$ cat config.mk
export PLATFORM = sky130hd
export DESIGN_NAME = irq_cpu_if
export DESIGN_NICKNAME = d
export VERILOG_FILES = /design/src/rtl/irq_cpu_pkg.sv /design/src/rtl/irq_best_sel.sv /design/src/rtl/irq_prio_stack.sv /design/src/rtl/irq_cpu_if.sv
export SDC_FILE = /design/constraint.sdc
export NUM_CORES = 1
export LEC_CHECK = 0
export BUFFER_PORTS_ARGS = -buffer_cell sky130_fd_sc_hd__buf_4
export CAP_MARGIN = 20
export CORE_MARGIN = 1
export CORE_UTILIZATION = 55
export DETAILED_ROUTE_END_ITERATION = 8
export PLACE_DENSITY = 0.83
export REMOVE_ABC_BUFFERS = 1
export SLEW_MARGIN = 20
export SYNTH_ARGS = -nofsm -noshare
export SYNTH_HDL_FRONTEND = slang
export SYNTH_HIERARCHICAL = 1
export SYNTH_SLANG_ARGS = --single-unit
$ cat constraint.sdc
create_clock -name clk -period 62 [get_ports clk]
set_input_delay 12.4 -clock clk [delete_from_list [all_inputs] [get_ports clk]]
set_output_delay 12.4 -clock clk [all_outputs]
set_load 0.02 [all_outputs]
$ cat src/rtl/irq_cpu_pkg.sv
package irq_cpu_pkg;
   localparam int PRIO_W = 8;
   localparam int ID_W   = 10;
   localparam logic [ID_W-1:0] ID_NONE  = 10'd1023;
   localparam logic [ID_W-1:0] ID_OTH_S = 10'd1020;
   localparam logic [ID_W-1:0] ID_OTH_N = 10'd1021;
   localparam logic [PRIO_W-1:0] PRIO_IDLE = 8'hFF;

   typedef enum logic [1:0] {
      GRP_0   = 2'd0,
      GRP_1S  = 2'd1,
      GRP_1NS = 2'd2,
      GRP_OFF = 2'd3
   } grp_e;

   typedef struct packed {
      logic             found;
      logic [ID_W-1:0]  id;
      logic [PRIO_W-1:0] prio;
      grp_e             grp;
   } cand_t;
endpackage

$ cat src/rtl/irq_best_sel.sv
module irq_best_sel
   import irq_cpu_pkg::*;
#(
   parameter int NUM_IRQ = 16,
   parameter int ID_BASE = 32
) (
   input  logic [NUM_IRQ-1:0]        src_pend,
   input  logic [NUM_IRQ-1:0]        src_en,
   input  logic [PRIO_W*NUM_IRQ-1:0] src_prio,
   input  logic [2*NUM_IRQ-1:0]      src_grp,
   input  logic [2:0]                grp_en,
   output cand_t                     best
);
   logic [NUM_IRQ-1:0] elig;

   for (genvar g = 0; g < NUM_IRQ; g++) begin : g_elig
      grp_e gc;
      logic gok;
      assign gc = grp_e'(src_grp[2*g +: 2]);
      always_comb begin
         unique case (gc)
            GRP_0:   gok = grp_en[0];
            GRP_1S:  gok = grp_en[1];
            GRP_1NS: gok = grp_en[2];
            default: gok = 1'b0;
         endcase
      end
      assign elig[g] = src_pend[g] & src_en[g] & gok;
   end

   always_comb begin
      best = '{found: 1'b0, id: ID_NONE, prio: PRIO_IDLE, grp: GRP_OFF};
      for (int i = 0; i < NUM_IRQ; i++) begin
         if (elig[i] && (!best.found || src_prio[PRIO_W*i +: PRIO_W] < best.prio)) begin
            best.found = 1'b1;
            best.id    = ID_W'(ID_BASE + i);
            best.prio  = src_prio[PRIO_W*i +: PRIO_W];
            best.grp   = grp_e'(src_grp[2*i +: 2]);
         end
      end
   end
endmodule

$ cat src/rtl/irq_prio_stack.sv
module irq_prio_stack
   import irq_cpu_pkg::*;
#(
   parameter int DEPTH = 4
) (
   input  logic              clk,
   input  logic              rst_n,
   input  logic              push,
   input  logic [PRIO_W-1:0] push_val,
   input  logic              pop,
   output logic [PRIO_W-1:0] top,
   output logic              empty,
   output logic              full
);
   localparam int CNT_W = $clog2(DEPTH + 1);

   logic [CNT_W-1:0] cnt;

   assign empty = (cnt == '0);
   assign full  = (cnt == CNT_W'(DEPTH));

   always_ff @(posedge clk or negedge rst_n) begin
      if (!rst_n)                  cnt <= '0;
      else if (pop && !empty)      cnt <= cnt - 1'b1;
      else if (push && !full)      cnt <= cnt + 1'b1;
   end

   if (DEPTH == 1) begin : g_single
      logic [PRIO_W-1:0] slot;
      always_ff @(posedge clk or negedge rst_n) begin
         if (!rst_n)             slot <= PRIO_IDLE;
         else if (push && !full) slot <= push_val;
      end
      assign top = empty ? PRIO_IDLE : slot;
   end else begin : g_array
      logic [PRIO_W-1:0] mem [DEPTH];
      for (genvar s = 0; s < DEPTH; s++) begin : g_slot
         always_ff @(posedge clk or negedge rst_n) begin
            if (!rst_n)
               mem[s] <= PRIO_IDLE;
            else if (push && !pop && !full && cnt == CNT_W'(s))
               mem[s] <= push_val;
         end
      end
      assign top = empty ? PRIO_IDLE : mem[cnt - 1'b1];
   end
endmodule

$ cat src/rtl/irq_cpu_if.sv
module irq_cpu_if
   import irq_cpu_pkg::*;
#(
   parameter int NUM_IRQ     = 16,
   parameter int ID_BASE     = 32,
   parameter int STACK_DEPTH = 4
) (
   input  logic                      clk,
   input  logic                      rst_n,
   input  logic [NUM_IRQ-1:0]        src_pend,
   input  logic [NUM_IRQ-1:0]        src_en,
   input  logic [8*NUM_IRQ-1:0]      src_prio,
   input  logic [2*NUM_IRQ-1:0]      src_grp,
   input  logic [2:0]                grp_en,
   input  logic [7:0]                pri_mask,
   input  logic [2:0]                bin_point,
   input  logic                      pe_secure,
   input  logic                      pe_top_el,
   input  logic                      eoi_split,
   input  logic                      ack_rd,
   input  logic                      ack_grp1,
   input  logic                      eoi_wr,
   input  logic [9:0]                eoi_id,
   input  logic                      dir_wr,
   input  logic [9:0]                dir_id,
   output logic                      irq_o,
   output logic                      fiq_o,
   output logic [9:0]                ack_id,
   output logic                      ack_vld,
   output logic                      deact_vld,
   output logic [9:0]                deact_id,
   output logic [7:0]                run_prio
);
   localparam int LAST_ID = ID_BASE + NUM_IRQ - 1;

   if (NUM_IRQ < 1 || LAST_ID > 1019) begin : g_bad_range
      $error("irq_cpu_if: source IDs must lie in 0..1019");
   end
   if (STACK_DEPTH < 1) begin : g_bad_depth
      $error("irq_cpu_if: STACK_DEPTH must be at least 1");
   end

   cand_t             best;
   logic [PRIO_W-1:0] stk_top;
   logic              stk_empty, stk_full;
   logic [PRIO_W-1:0] gmask;
   logic              preempt_ok, sig, to_fiq, cur_g1, drop;

   irq_best_sel #(.NUM_IRQ(NUM_IRQ), .ID_BASE(ID_BASE)) u_sel (
      .src_pend (src_pend),
      .src_en   (src_en),
      .src_prio (src_prio),
      .src_grp  (src_grp),
      .grp_en   (grp_en),
      .best     (best)
   );

   assign gmask      = PRIO_W'(8'hFF << bin_point);
   assign preempt_ok = stk_empty || ((best.prio & gmask) < (stk_top & gmask));
   assign sig        = best.found && (best.prio < pri_mask) && preempt_ok && !stk_full;

   assign cur_g1 = (best.grp == GRP_1S  &&  pe_secure) ||
                   (best.grp == GRP_1NS && !pe_secure);
   assign to_fiq = (best.grp == GRP_0) || pe_top_el || !cur_g1;

   assign irq_o = sig && !to_fiq;
   assign fiq_o = sig &&  to_fiq;

   always_comb begin
      ack_id = ID_NONE;
      if (sig && !eoi_wr) begin
         if (ack_grp1) begin
            if (cur_g1) ack_id = best.id;
         end else if (best.grp == GRP_0) begin
            ack_id = best.id;
         end else if (pe_top_el) begin
            ack_id = (best.grp == GRP_1S) ? ID_OTH_S : ID_OTH_N;
         end
      end
   end

   assign ack_vld  = ack_rd && (ack_id < ID_OTH_S);
   assign drop     = eoi_wr && !stk_empty;
   assign deact_vld = eoi_split ? dir_wr : drop;
   assign deact_id  = eoi_split ? dir_id : eoi_id;
   assign run_prio  = stk_top;

   irq_prio_stack #(.DEPTH(STACK_DEPTH)) u_stk (
      .clk      (clk),
      .rst_n    (rst_n),
      .push     (ack_vld),
      .push_val (best.prio),
      .pop      (drop),
      .top      (stk_top),
      .empty    (stk_empty),
      .full     (stk_full)
   );
endmodule

==> run summary <==
The cell count after synthesis came out at 1176. The number of detailed-route iterations in the first pass is 5. The root buffer cell chosen for the clock tree is sky130_fd_sc_hd__clkbuf_16. Data on the critical path arrives at its endpoint at roughly 47000 ps. In this run, synthesis produced a sequential element count of 35.

The origin of the worst setup path is grp_en[0]. The cell area after layout came out at between 10000 and 15000 um^2. The average instance area after synthesis came out at 7.74 um^2. Cell internal power was estimated by the tool at between 0.1 and 0.15 mW. In this run, synthesis inferred 0 flip-flops with an integrated enable.

The total number of placement rows came out at 46. For the finished layout, the period the worst path requires is a little under 60000 ps. No sink is reached through more buffers than the 2 on the longest clock path. The wire length after detailed routing is ~30 mm. The count of final max-slew check failures came to 0. TritonCTS built the clock tree.

Detailed placement ended at an HPWL of 24.8 mm. The share of total power dissipated in the clock network is 0.115. Leaving out fill and tap cells, the most frequent cell in the layout is sky130_fd_sc_hd__buf_4.

The total die area came out at around 17000 um^2. Clock tree synthesis inserted a total of 5 buffers. The initial DRC count is 835. The number of clock sinks came out at 35. Of the total power, combinational logic draws 0.747. The reg-to-reg critical path endpoint is u_stk/g_array.mem[4]. The depth of the worst register-to-register path came out at 13.

The total count of hold-check failures in the final report is 0. The detail-routed via count per cell came out at approximately 6.2. The switching portion of total power came out at 0.484. The leakage power figure came out at between 5 and 6 nW. After clock tree synthesis, the clock-pin slew on the worst setup and hold paths is around 60 ps.

The detailed-route wire length per cell is roughly 18 um. The critical path runs through a total of 158 cells. The run finished with clean final reports. The kind of cell with the highest combined delay along the critical path is compound AO/OA/AOI/OAI gates. The setup skew after layout came out at around 2.9 ps. The share of total power dissipated in sequential elements is 0.138. The buffering stage count on the worst path with inverters included is 16. The number of nets with antenna violations after routing came out at 0. The antenna diode count is 0. The worst endpoint required time is 49600 ps. The number of global-route vias before repair came to approximately 9400.

The total design power came out at approximately 0.22 mW. The worst setup path is launched from an input port. For this run, the total global-route usage over all layers was measured as 0.343. The netlist area before placement is about 9000 um^2.

The minimum setup slack among reg-to-reg paths came out at approximately 57000 ps. The wire length of the first global-routing pass came out at approximately 46 mm. The count of hold-fix buffers inserted at cts came out at 0. The number of top-level pins is roughly 270. The final RePlAce weighted congestion is 0.981.

Across all layers, the routed design uses roughly 10000 vias. The worst relative slew slack is 0.435. Entering global routing, the biggest net connects 36 pins. The fraction of layout instances using a drive strength above 1 is 0.318. The sort of element at the end of the critical path is an output port.

The yosys synthesis warning count came out at 6. The post-layout net count is about 1700. The timing endpoint of the critical path is ack_vld.

The die span in x is 131 um. The initial antenna violation count was 0. The post-layout instance count excluding filler cells is between 1500 and 2000. The net switching component of the power came out at ~0.11 mW. The biggest fanout along the worst timing path came out at 23. The ratio of total power to cell area came out at slightly below 20 nW/um^2. The core region is approximately 16000 um^2. The startpoint of the most critical hold path is u_stk/g_array.mem[9]. The distinct cell type count after synthesis is about 110. The placed instances occupy a cell area of around 11000 um^2. The min-delay analysis places its worst path in the category flip-flop to flip-flop. Counting stages on the worst path, the most repeated cell is sky130_fd_sc_hd__ha_1.

Among all flip-flop cells after synthesis, the most frequent one is sky130_fd_sc_hd__dfstp_2. The clock reaches the later pin of the worst-skew pair after around 280 ps. The max-capacitance violation count is 0. The depth of the CTS H-tree is 2. The transition time at the pin with the least slew margin came out at 846 ps. The number of I/O port buffers came out at about 270. The startpoint of the most critical register-to-register path is u_stk/cnt[0]. The initial standard-cell utilization of the core is 0.569. The number of setup violations in the final report came out at 0.

The worst-case IR drop observed on VDD is ~34 uV. The fmax came out at roughly 17 MHz. The height of the die is roughly 130 um. The worst setup path is of the input port to output port kind. In the layout the commonest cells are 271 x sky130_fd_sc_hd__buf_4, 112 x sky130_fd_sc_hd__inv_1, 111 x sky130_fd_sc_hd__nand2_1. The delay of the slowest cell on the worst path is around 570 ps.

The number of remaining DRC errors came out at 0. The share of synthesized flip-flops with an asynchronous set or reset is 1.00. The total congestion overflow after global routing came out at 0. From synthesis to final layout, the design area changed by 24.7%.

In the finished design, the share of the clock period the worst path needs comes to 0.954. The number of placed instances, taps included, is ~1600. The share of synthesized area occupied by flip-flops and latches came out at 0.101. The slowest stage of the critical path is the sky130_fd_sc_hd__mux2i_1 cell.
[per-layer routing]
metal,vias to the layer above,wire (um),GRT usage
met4,0,771,0.110
met1,4652,12600,0.434
met2,486,14200,0.604
met5,-,0,0
li1,4840,-,-
met3,67,2460,0.0411
[final cells by class]
cell class / count / area, um^2
tap: 216 / 270
fill: 1340 / 4640
inverter: 112 / 420
multi-input combinational: 988 / 7560
sequential: 35 / 916
timing repair buffer: 271 / 2030
clock buffer: 6 / 139
clock inverter: 2 / 16.3
[worst reg2reg max path, delay by kind of cell, from the launching register on]
family                   cells  cell delay (ps)
AO/OA/AOI/OAI                2              640
adder cells (fa/ha/maj)      2              930
buffers and inverters        1              220
flip-flops                   1              770
multiplexers                 2              820
AND/OR/NAND/NOR              6             1840
[worst min path at each step]
stage	end	cells past startpoint
6_report	u_stk/g_array.mem[9]	1
5_1_grt	u_stk/g_array.mem[27]	1
4_1_cts	u_stk/g_array.mem[27]	1
3_5_place_dp	u_stk/g_array.mem[27]	1
3_3_place_gp	u_stk/g_array.mem[27]	1
2_1_floorplan	u_stk/g_array.mem[16]	1
[cells by family after synthesis]
kind of cell	count (synthesis)	synth area share
adder cells (fa/ha/maj)	112	0.151
multiplexers	154	0.196
AO/OA/AOI/OAI	327	0.253
other	1	0.000412
flip-flops	35	0.101
buffers and inverters	153	0.0713
XOR/XNOR	5	0.00481
AND/OR/NAND/NOR	389	0.223
[flip-flops by register name, indices dropped and copies added, names as in the netlist]
register	flops
u_stk/cnt	3
u_stk/g_array.mem	32
[synth_stat cells (all sizes together), types with 10 or more instances]
cell,count,area share
a211oi,19,0.019
a21o,30,0.025
a21oi,77,0.043
a31oi,10,0.010
and2,16,0.012
and3,20,0.014
buf,21,0.017
clkbuf,20,0.0082
dfstp,32,0.092
ha,100,0.14
inv,112,0.046
maj3,12,0.014
mux2,94,0.12
mux2i,52,0.059
nand2,113,0.047
nand2b,17,0.012
nand3,28,0.015
nand4,22,0.015
nor2,79,0.033
nor2b,19,0.013
nor3,23,0.013
o211ai,10,0.0088
o21a,11,0.0091
o21ai,71,0.039
o22ai,11,0.0082
or2,13,0.0089
[power groups by stage]
stage          sequential [mW]  clock (mW)  combinational, mW
5_1_grt                 0.0314      0.0272              0.183
3_5_place_dp            0.0310           0              0.162
4_1_cts                 0.0309      0.0264              0.163
2_1_floorplan           0.0298           0              0.111
6_report                0.0308      0.0258              0.167
3_3_place_gp            0.0308           0              0.158
[metrics by stage]
stage	hold WS [ps]	util	setup WS, ps	setup TNS (ps)
after global routing	620	0.710	-30.1	-30.1
after detailed placement	608	0.697	2200	0
after global placement	604	0.697	3300	0
after CTS	616	0.706	2030	0
after floorplan	600	-	6610	0
final	616	0.710	2830	0
[repair_timing]
item                       in CTS  in global routing
buffers inserted                0                  5
setup endpoints to repair       0                 12
hold endpoints to repair        0                  0
gates resized for setup         0                  5
Note: power is estimated with default switching activity, not from simulation.
